## config.mk

```make
export PLATFORM = sky130hd
export DESIGN_NAME = pquire_mac
export DESIGN_NICKNAME = d
export VERILOG_FILES = /design/src/rtl/pq_pkg.sv /design/src/rtl/pq_term.sv /design/src/rtl/pq_quire.sv /design/src/rtl/pq_readout.sv /design/src/rtl/pquire_mac.sv
export SDC_FILE = /design/constraint.sdc
export NUM_CORES = 2
export LEC_CHECK = 0
export ABC_AREA = 1
export BUFFER_PORTS_ARGS = -buffer_cell sky130_fd_sc_hd__buf_2
export CAP_MARGIN = 20
export CORE_MARGIN = 1.5
export CORE_UTILIZATION = 32
export CTS_CLUSTER_DIAMETER = 120
export DETAILED_ROUTE_END_ITERATION = 8
export PLACE_DENSITY = 0.46
export SLEW_MARGIN = 40
export SYNTH_ARGS = -nofsm -noshare
export SYNTH_HDL_FRONTEND = slang
export SYNTH_HIERARCHICAL = 1
export SYNTH_SLANG_ARGS = --single-unit
```

## constraint.sdc

```tcl
create_clock -name clk -period 25.2 [get_ports clk]
set_input_delay 3.78 -clock clk [delete_from_list [all_inputs] [get_ports clk]]
set_output_delay 3.78 -clock clk [all_outputs]
set_load 0.03 [all_outputs]
```

## src/rtl/pq_pkg.sv

```systemverilog
package pq_pkg;
  typedef enum logic [1:0] {
    PQ_LOAD  = 2'd0,
    PQ_MAC   = 2'd1,
    PQ_READ  = 2'd2,
    PQ_READ2 = 2'd3
  } pq_op_e;

  function automatic logic pq_is_read(pq_op_e op);
    return op[1];
  endfunction
endpackage

```

## src/rtl/pq_term.sv

```systemverilog
// Builds the aligned two's-complement term for a load or a multiply-accumulate.
module pq_term #(
  parameter int FW    = 12,
  parameter int SW    = 7,
  parameter int QW    = 128,
  parameter int QFRAC = 56
) (
  input  pq_pkg::pq_op_e     op,
  input  logic               a_sign,
  input  logic               a_zero,
  input  logic               a_nar,
  input  logic [SW-1:0]      a_scale,
  input  logic [FW-1:0]      a_frac,
  input  logic               b_sign,
  input  logic               b_zero,
  input  logic               b_nar,
  input  logic [SW-1:0]      b_scale,
  input  logic [FW-1:0]      b_frac,
  output logic [QW-1:0]      term,
  output logic               term_nar,
  output logic               term_null
);
  localparam int PW   = 2 * (FW + 1);
  localparam int EXTW = QW + 2 * FW;

  // Product has its binary point 2*FW bits up; move it to quire bit QFRAC+psc.
  function automatic logic [QW-1:0] place(logic [PW-1:0] prod, logic signed [SW:0] psc,
                                          logic neg);
    int sh;
    logic [QW-1:0] mag;
    sh  = QFRAC + int'(psc);
    mag = QW'((EXTW'(prod) << sh) >> (2 * FW));
    return neg ? (~mag + 1'b1) : mag;
  endfunction

  logic              is_load;
  logic              eb_sign, eb_zero, eb_nar;
  logic [SW-1:0]     eb_scale;
  logic [FW-1:0]     eb_frac;
  logic [PW-1:0]     prod;
  logic signed [SW:0] psc;

  always_comb begin
    is_load  = (op == pq_pkg::PQ_LOAD);
    // A load is a product with 1.0: sign 0, scale 0, fraction 0.
    eb_sign  = is_load ? 1'b0 : b_sign;
    eb_zero  = is_load ? 1'b0 : b_zero;
    eb_nar   = is_load ? 1'b0 : b_nar;
    eb_scale = is_load ? '0 : b_scale;
    eb_frac  = is_load ? '0 : b_frac;
    term_nar  = a_nar | eb_nar;
    term_null = !term_nar && (a_zero | eb_zero);
    prod = PW'({1'b1, a_frac}) * PW'({1'b1, eb_frac});
    psc  = $signed({a_scale[SW-1], a_scale}) + $signed({eb_scale[SW-1], eb_scale});
    term = (term_nar | term_null) ? '0 : place(prod, psc, a_sign ^ eb_sign);
  end
endmodule

```

## src/rtl/pq_quire.sv

```systemverilog
// The accumulator register, its NaR flag and the readout snapshot.
module pq_quire #(
  parameter int QW = 128
) (
  input  logic           clk,
  input  logic           rst_n,
  input  logic           adv,
  input  logic           in_vld,
  input  pq_pkg::pq_op_e in_op,
  input  logic [QW-1:0]  term,
  input  logic           term_nar,
  output logic [QW-1:0]  snap,
  output logic           snap_nar,
  output logic           snap_vld
);
  logic [QW-1:0] quire;
  logic          q_nar;
  logic          wr_load, wr_mac, rd_take;

  assign wr_load = adv && in_vld && (in_op == pq_pkg::PQ_LOAD);
  assign wr_mac  = adv && in_vld && (in_op == pq_pkg::PQ_MAC);
  assign rd_take = in_vld && pq_pkg::pq_is_read(in_op);

  always_ff @(posedge clk) begin
    if (!rst_n) begin
      quire    <= '0;
      q_nar    <= 1'b0;
      snap     <= '0;
      snap_nar <= 1'b0;
      snap_vld <= 1'b0;
    end else begin
      if (wr_load) begin
        quire <= term;
        q_nar <= term_nar;
      end else if (wr_mac) begin
        quire <= quire + term;
        q_nar <= q_nar | term_nar;
      end
      if (adv) begin
        snap_vld <= rd_take;
        if (rd_take) begin
          snap     <= quire;
          snap_nar <= q_nar;
        end
      end
    end
  end


  quire_only_by_update_chk: assert property (@(posedge clk) disable iff (!rst_n)
    !(wr_load || wr_mac) |=> $stable(quire));

  nar_sticky_chk: assert property (@(posedge clk) disable iff (!rst_n)
    (q_nar && !wr_load) |=> q_nar);

  load_clears_nar_chk: assert property (@(posedge clk) disable iff (!rst_n)
    (wr_load && !term_nar) |=> !q_nar);

  null_term_keeps_chk: assert property (@(posedge clk) disable iff (!rst_n)
    (wr_mac && !term_nar && term == '0) |=> $stable(quire));
endmodule

```

## src/rtl/pq_readout.sv

```systemverilog
// Leading-one search over the whole quire, fraction pick and sticky flag.
module pq_readout #(
  parameter int QW    = 128,
  parameter int QFRAC = 56,
  parameter int QSW   = 8,
  parameter int RF    = 16
) (
  input  logic [QW-1:0]  quire,
  input  logic           nar,
  output logic           r_sign,
  output logic           r_zero,
  output logic           r_nar,
  output logic [QSW-1:0] r_scale,
  output logic [RF-1:0]  r_frac,
  output logic           r_sticky
);
  logic [QW-1:0] mag;
  logic [QW-2:0] below;
  int            pos;
  logic          empty;

  always_comb begin
    mag   = quire[QW-1] ? (~quire + 1'b1) : quire;
    empty = (mag == '0);
    pos   = 0;
    for (int i = 0; i < QW; i++) begin
      if (mag[i]) pos = i;
    end
    // Leading one pushed out of the top; what is left is the fraction.
    below = (QW-1)'(mag << (QW - 1 - pos));
    if (nar || empty) begin
      r_sign   = 1'b0;
      r_zero   = !nar;
      r_nar    = nar;
      r_scale  = '0;
      r_frac   = '0;
      r_sticky = 1'b0;
    end else begin
      r_sign   = quire[QW-1];
      r_zero   = 1'b0;
      r_nar    = 1'b0;
      r_scale  = QSW'(pos - QFRAC);
      r_frac   = below[QW-2 -: RF];
      r_sticky = |below[QW-2-RF:0];
    end
  end
endmodule

```

## src/rtl/pquire_mac.sv

```systemverilog
module pquire_mac #(
  parameter int N       = 16,
  parameter int ES      = 1,
  parameter int RD_FRAC = 16,
  localparam int FW     = N - 3 - ES,
  localparam int MAXS   = (N - 2) << ES,
  localparam int SW     = $clog2(MAXS + 1) + 2,
  localparam int QW     = N * N / 2,        // quire width
  localparam int QFRAC  = 2 * MAXS,         // LSB weight is minpos squared
  localparam int QSW    = $clog2(QW) + 1
) (
  input  logic           clk,
  input  logic           rst_n,
  input  logic           in_valid,
  output logic           in_ready,
  input  logic [1:0]     in_op,
  input  logic           a_sign,
  input  logic           a_zero,
  input  logic           a_nar,
  input  logic [SW-1:0]  a_scale,
  input  logic [FW-1:0]  a_frac,
  input  logic           b_sign,
  input  logic           b_zero,
  input  logic           b_nar,
  input  logic [SW-1:0]  b_scale,
  input  logic [FW-1:0]  b_frac,
  output logic           out_valid,
  input  logic           out_ready,
  output logic           out_sign,
  output logic           out_zero,
  output logic           out_nar,
  output logic [QSW-1:0] out_scale,
  output logic [RD_FRAC-1:0] out_frac,
  output logic           out_sticky
);
  logic            stall, adv;
  logic [QW-1:0]   t_term;
  logic            t_nar, t_null;
  logic            s1_vld, s1_nar;
  pq_pkg::pq_op_e  s1_op;
  logic [QW-1:0]   s1_term;
  logic [QW-1:0]   snap;
  logic            snap_nar, snap_vld;
  logic            ro_sign, ro_zero, ro_nar, ro_sticky;
  logic [QSW-1:0]  ro_scale;
  logic [RD_FRAC-1:0] ro_frac;

  assign stall    = out_valid && !out_ready;
  assign adv      = !stall;
  assign in_ready = adv;

  pq_term #(.FW(FW), .SW(SW), .QW(QW), .QFRAC(QFRAC)) u_term (
    .op(pq_pkg::pq_op_e'(in_op)),
    .a_sign(a_sign), .a_zero(a_zero), .a_nar(a_nar), .a_scale(a_scale), .a_frac(a_frac),
    .b_sign(b_sign), .b_zero(b_zero), .b_nar(b_nar), .b_scale(b_scale), .b_frac(b_frac),
    .term(t_term), .term_nar(t_nar), .term_null(t_null)
  );

  always_ff @(posedge clk) begin
    if (!rst_n) begin
      s1_vld  <= 1'b0;
      s1_op   <= pq_pkg::PQ_LOAD;
      s1_term <= '0;
      s1_nar  <= 1'b0;
    end else if (adv) begin
      s1_vld  <= in_valid;
      s1_op   <= pq_pkg::pq_op_e'(in_op);
      s1_term <= t_term;
      s1_nar  <= t_nar;
    end
  end

  pq_quire #(.QW(QW)) u_quire (
    .clk(clk), .rst_n(rst_n), .adv(adv), .in_vld(s1_vld), .in_op(s1_op),
    .term(s1_term), .term_nar(s1_nar),
    .snap(snap), .snap_nar(snap_nar), .snap_vld(snap_vld)
  );

  pq_readout #(.QW(QW), .QFRAC(QFRAC), .QSW(QSW), .RF(RD_FRAC)) u_readout (
    .quire(snap), .nar(snap_nar),
    .r_sign(ro_sign), .r_zero(ro_zero), .r_nar(ro_nar),
    .r_scale(ro_scale), .r_frac(ro_frac), .r_sticky(ro_sticky)
  );

  always_ff @(posedge clk) begin
    if (!rst_n) begin
      out_valid  <= 1'b0;
      out_sign   <= 1'b0;
      out_zero   <= 1'b0;
      out_nar    <= 1'b0;
      out_scale  <= '0;
      out_frac   <= '0;
      out_sticky <= 1'b0;
    end else if (adv) begin
      out_valid  <= snap_vld;
      out_sign   <= ro_sign;
      out_zero   <= ro_zero;
      out_nar    <= ro_nar;
      out_scale  <= ro_scale;
      out_frac   <= ro_frac;
      out_sticky <= ro_sticky;
    end
  end


  out_hold_chk: assert property (@(posedge clk) disable iff (!rst_n)
    (out_valid && !out_ready) |=> out_valid && $stable({out_sign, out_zero, out_nar,
                                                       out_scale, out_frac, out_sticky}));

  zero_out_chk: assert property (@(posedge clk) disable iff (!rst_n)
    (out_valid && out_zero) |-> (!out_sign && !out_nar && out_frac == '0 && !out_sticky
                                 && out_scale == '0));

  nar_out_chk: assert property (@(posedge clk) disable iff (!rst_n)
    (out_valid && out_nar) |-> (!out_sign && !out_zero && out_frac == '0 && !out_sticky));

  scale_floor_chk: assert property (@(posedge clk) disable iff (!rst_n)
    (out_valid && !out_zero && !out_nar) |-> ($signed(out_scale) >= -QFRAC));
endmodule

```

==> impl_metrics.env <==
export IMPL_via_per_inst=5.17
export IMPL_syn_cell_area_sq_mm=0.0625
export IMPL_die_height_um=445
export IMPL_pre_cts_ws_ps=11930
export IMPL_design_final_nets=12100
export IMPL_combined_global_route_utilization_of_all_metal_layers=0.308
export IMPL_dr_first_iter_drc_count=6368
export IMPL_power_per_cell_area_mw_per_mm2=91.5
export IMPL_synthesis_instances=12000
export IMPL_ir_drop_mv=0.0911
export IMPL_filler_cell_count=22700
export IMPL_final_layout_size_suffix_gt1_frac=0.0547
export IMPL_route_detailed_wl_per_inst_um=21.9
export IMPL_cts_repair_resized=0
export IMPL_finalSetupTns_ps=0
export IMPL_dr_pass1_iters=6
export IMPL_wl_mm=313
export IMPL_effective_utilization_at_floorplan=0.321
export IMPL_maximum_number_of_pins_on_one_net_before_global_route_repair=106
export IMPL_ctsLongestPathBuffers=3
export IMPL_finalMaxSlewViolations=0
export IMPL_die_area_sq_mm=0.198
export IMPL_io_pins=80
export IMPL_cts_sinks=420
export IMPL_post_cts_setup_buffer_count=0
export IMPL_design_core_area_sq_mm=0.195
export IMPL_cts_buffers=56
export IMPL_maxCapViolations=0
export IMPL_route_vias_total=74000
export IMPL_cts_tree="done"
export IMPL_final_critical_path_setup_slack_ps=12480
export IMPL_tightest_slew_ps=973
export IMPL_timing_critical_path_arrival_ps=13380
export IMPL_report_final_setup_viol=0
export IMPL_syn_to_final_growth_pct=6.68
export IMPL_startpoint_type="primary input"
export IMPL_fin_worst_skew_ps=87.0
export IMPL_run_status="complete, no violations"
export IMPL_syn_area_per_cell_sq_um=5.21
export IMPL_core_rowCount=162
export IMPL_leakage_power_total_nw=35.2
export IMPL_synth_net_count=12400
export IMPL_clockRootBuffer="sky130_fd_sc_hd__clkbuf_16"
export IMPL_cp_data_required_time_ps=25860
export IMPL_period_share=0.505
export IMPL_ctsHtreeMaxLevel=2
export IMPL_criticalPathCategory="in -> reg"
export IMPL_drtAntennaViolNets=0
export IMPL_yosys_warnings=6
export IMPL_route_detailed_drc=0
export IMPL_end_kind="register"
export IMPL_grt_pass1_vias=69500
export IMPL_insertion_delay_ps=730
export IMPL_finalWeightedCongestion=1.04
export IMPL_hold_fix_buffers_at_cts=0
export IMPL_globalRouteOverflowTotal=0
export IMPL_port_buffers=79
export IMPL_clk_pin_slew_worst_paths_ps=60
export IMPL_grt_setup_unrepaired="no"
export IMPL_fin_crit_ps=12720
export IMPL_maxClockFrequency_mhz=78.6
export IMPL_cpMostUsedCell="sky130_fd_sc_hd__nand2_1"
export IMPL_antenna_found_initial=4
export IMPL_worst_path_largest_cell_delay_ps=600
export IMPL_worst_path_max_fanout=19
export IMPL_timing_hold_violations_final=0
export IMPL_critical_path_s_slowest_cell="sky130_fd_sc_hd__fa_1"
export IMPL_maxSlewHeadroom=0.345
export IMPL_grt_first_pass_wirelength_mm=461
export IMPL_detailed_place_hpwl_mm=258
export IMPL_die_width_um=445
export IMPL_hold_path_class="reg -> reg"
[through the flow]
| stage | utilization | hold slack [ps] | cell area, sq um | std cells | power (W) |
|---|---|---|---|---|---|
| global route | 0.343 | 482 | 66700 | 14300 | 0.00661 |
| CTS | 0.342 | 455 | 66600 | 14300 | 0.00607 |
| finish | 0.343 | 453 | 66700 | 14300 | 0.00610 |
| floorplan | - | 424 | 62500 | 12000 | 0.00374 |
| global placement | 0.332 | 441 | 64700 | 14200 | 0.00522 |
| detailed placement | 0.333 | 446 | 64700 | 14200 | 0.00519 |
[cells in the final DEF (no fill, tap or decap), types with 14 or more instances in the layout]
cell,n
sky130_fd_sc_hd__fa_1,123
sky130_fd_sc_hd__nor3_2,40
sky130_fd_sc_hd__a21oi_1,504
sky130_fd_sc_hd__nor2_4,18
sky130_fd_sc_hd__o21ai_1,60
sky130_fd_sc_hd__nand4_1,134
sky130_fd_sc_hd__nand3_1,1509
sky130_fd_sc_hd__a31oi_1,14
sky130_fd_sc_hd__nor3_1,56
sky130_fd_sc_hd__and2_1,24
sky130_fd_sc_hd__ha_1,214
sky130_fd_sc_hd__nor4_1,37
sky130_fd_sc_hd__buf_4,67
sky130_fd_sc_hd__buf_2,78
sky130_fd_sc_hd__nand2_1,4010
sky130_fd_sc_hd__inv_2,57
sky130_fd_sc_hd__nand2_2,76
sky130_fd_sc_hd__o21ai_0,392
sky130_fd_sc_hd__dfxtp_1,417
sky130_fd_sc_hd__nor2_1,1531
sky130_fd_sc_hd__nand3_2,53
sky130_fd_sc_hd__xor2_1,174
sky130_fd_sc_hd__nor2_2,80
sky130_fd_sc_hd__inv_1,1781
sky130_fd_sc_hd__clkbuf_16,56
sky130_fd_sc_hd__o31ai_1,15
[final timing paths]
path / from / end / slack, ps / cells after the start
worst min-delay path: u_quire/snap[37]$_SDFFE_PN0P_ / u_quire/snap[37]$_SDFFE_PN0P_ / 450 / 2
worst max-delay path: in_op[1] / s1_term[115]$_SDFFE_PN0N_ / 12480 / 42
worst min register to register: u_quire/snap[37]$_SDFFE_PN0P_ / u_quire/snap[37]$_SDFFE_PN0P_ / 450 / 2
worst max register to register: u_quire/snap[0]$_SDFFE_PN0P_ / out_frac[9]$_SDFFE_PN0N_ / 12560 / 75
[flip-flops by register name, indices dropped and copies added, names as in the netlist, 2 cells and up]
name	count
out_scale	8
s1_term	128
u_quire/snap	128
s1_op	2
out_frac	16
u_quire/quire	128
[metal layers]
metal	routed length, um	up-vias	GRT usage	share of wire
met1	141000	34300	0.415	0.45
met2	140000	2350	0.501	0.45
met3	16800	473	0.0308	0.054
met4	15100	0	0.127	0.048
met5	0	-	0	0
li1	-	36800	-	-
[power breakdown]
| group | switching (W) | internal, W | leakage (nW) |
|---|---|---|---|
| Combinational | 0.00330 | 0.00120 | 30.8 |
| Sequential | 0.0000531 | 0.000703 | 3.41 |
| Clock | 0.000358 | 0.000488 | 0.914 |
[worst max-delay path: cells and delay by family]
family	cells	cell delay (ps)
AND/OR/NAND/NOR	29	5240
buffers and inverters	7	1310
adder cells (fa/ha/maj)	6	2960
[final cells by class]
class                   count  area (sq um)  share of cell area
well taps                2542          3180              0.0477
flip-flops and latches    420          8420               0.126
inverters                1860          7010               0.105
clock inverters            25           320             0.00480
multi-input cells        9222         45100               0.676
repair buffers            157          1070              0.0160
diodes                      2          5.00           0.0000750
clock buffers              78          1570              0.0236
Power figures use the tool's default switching activity.
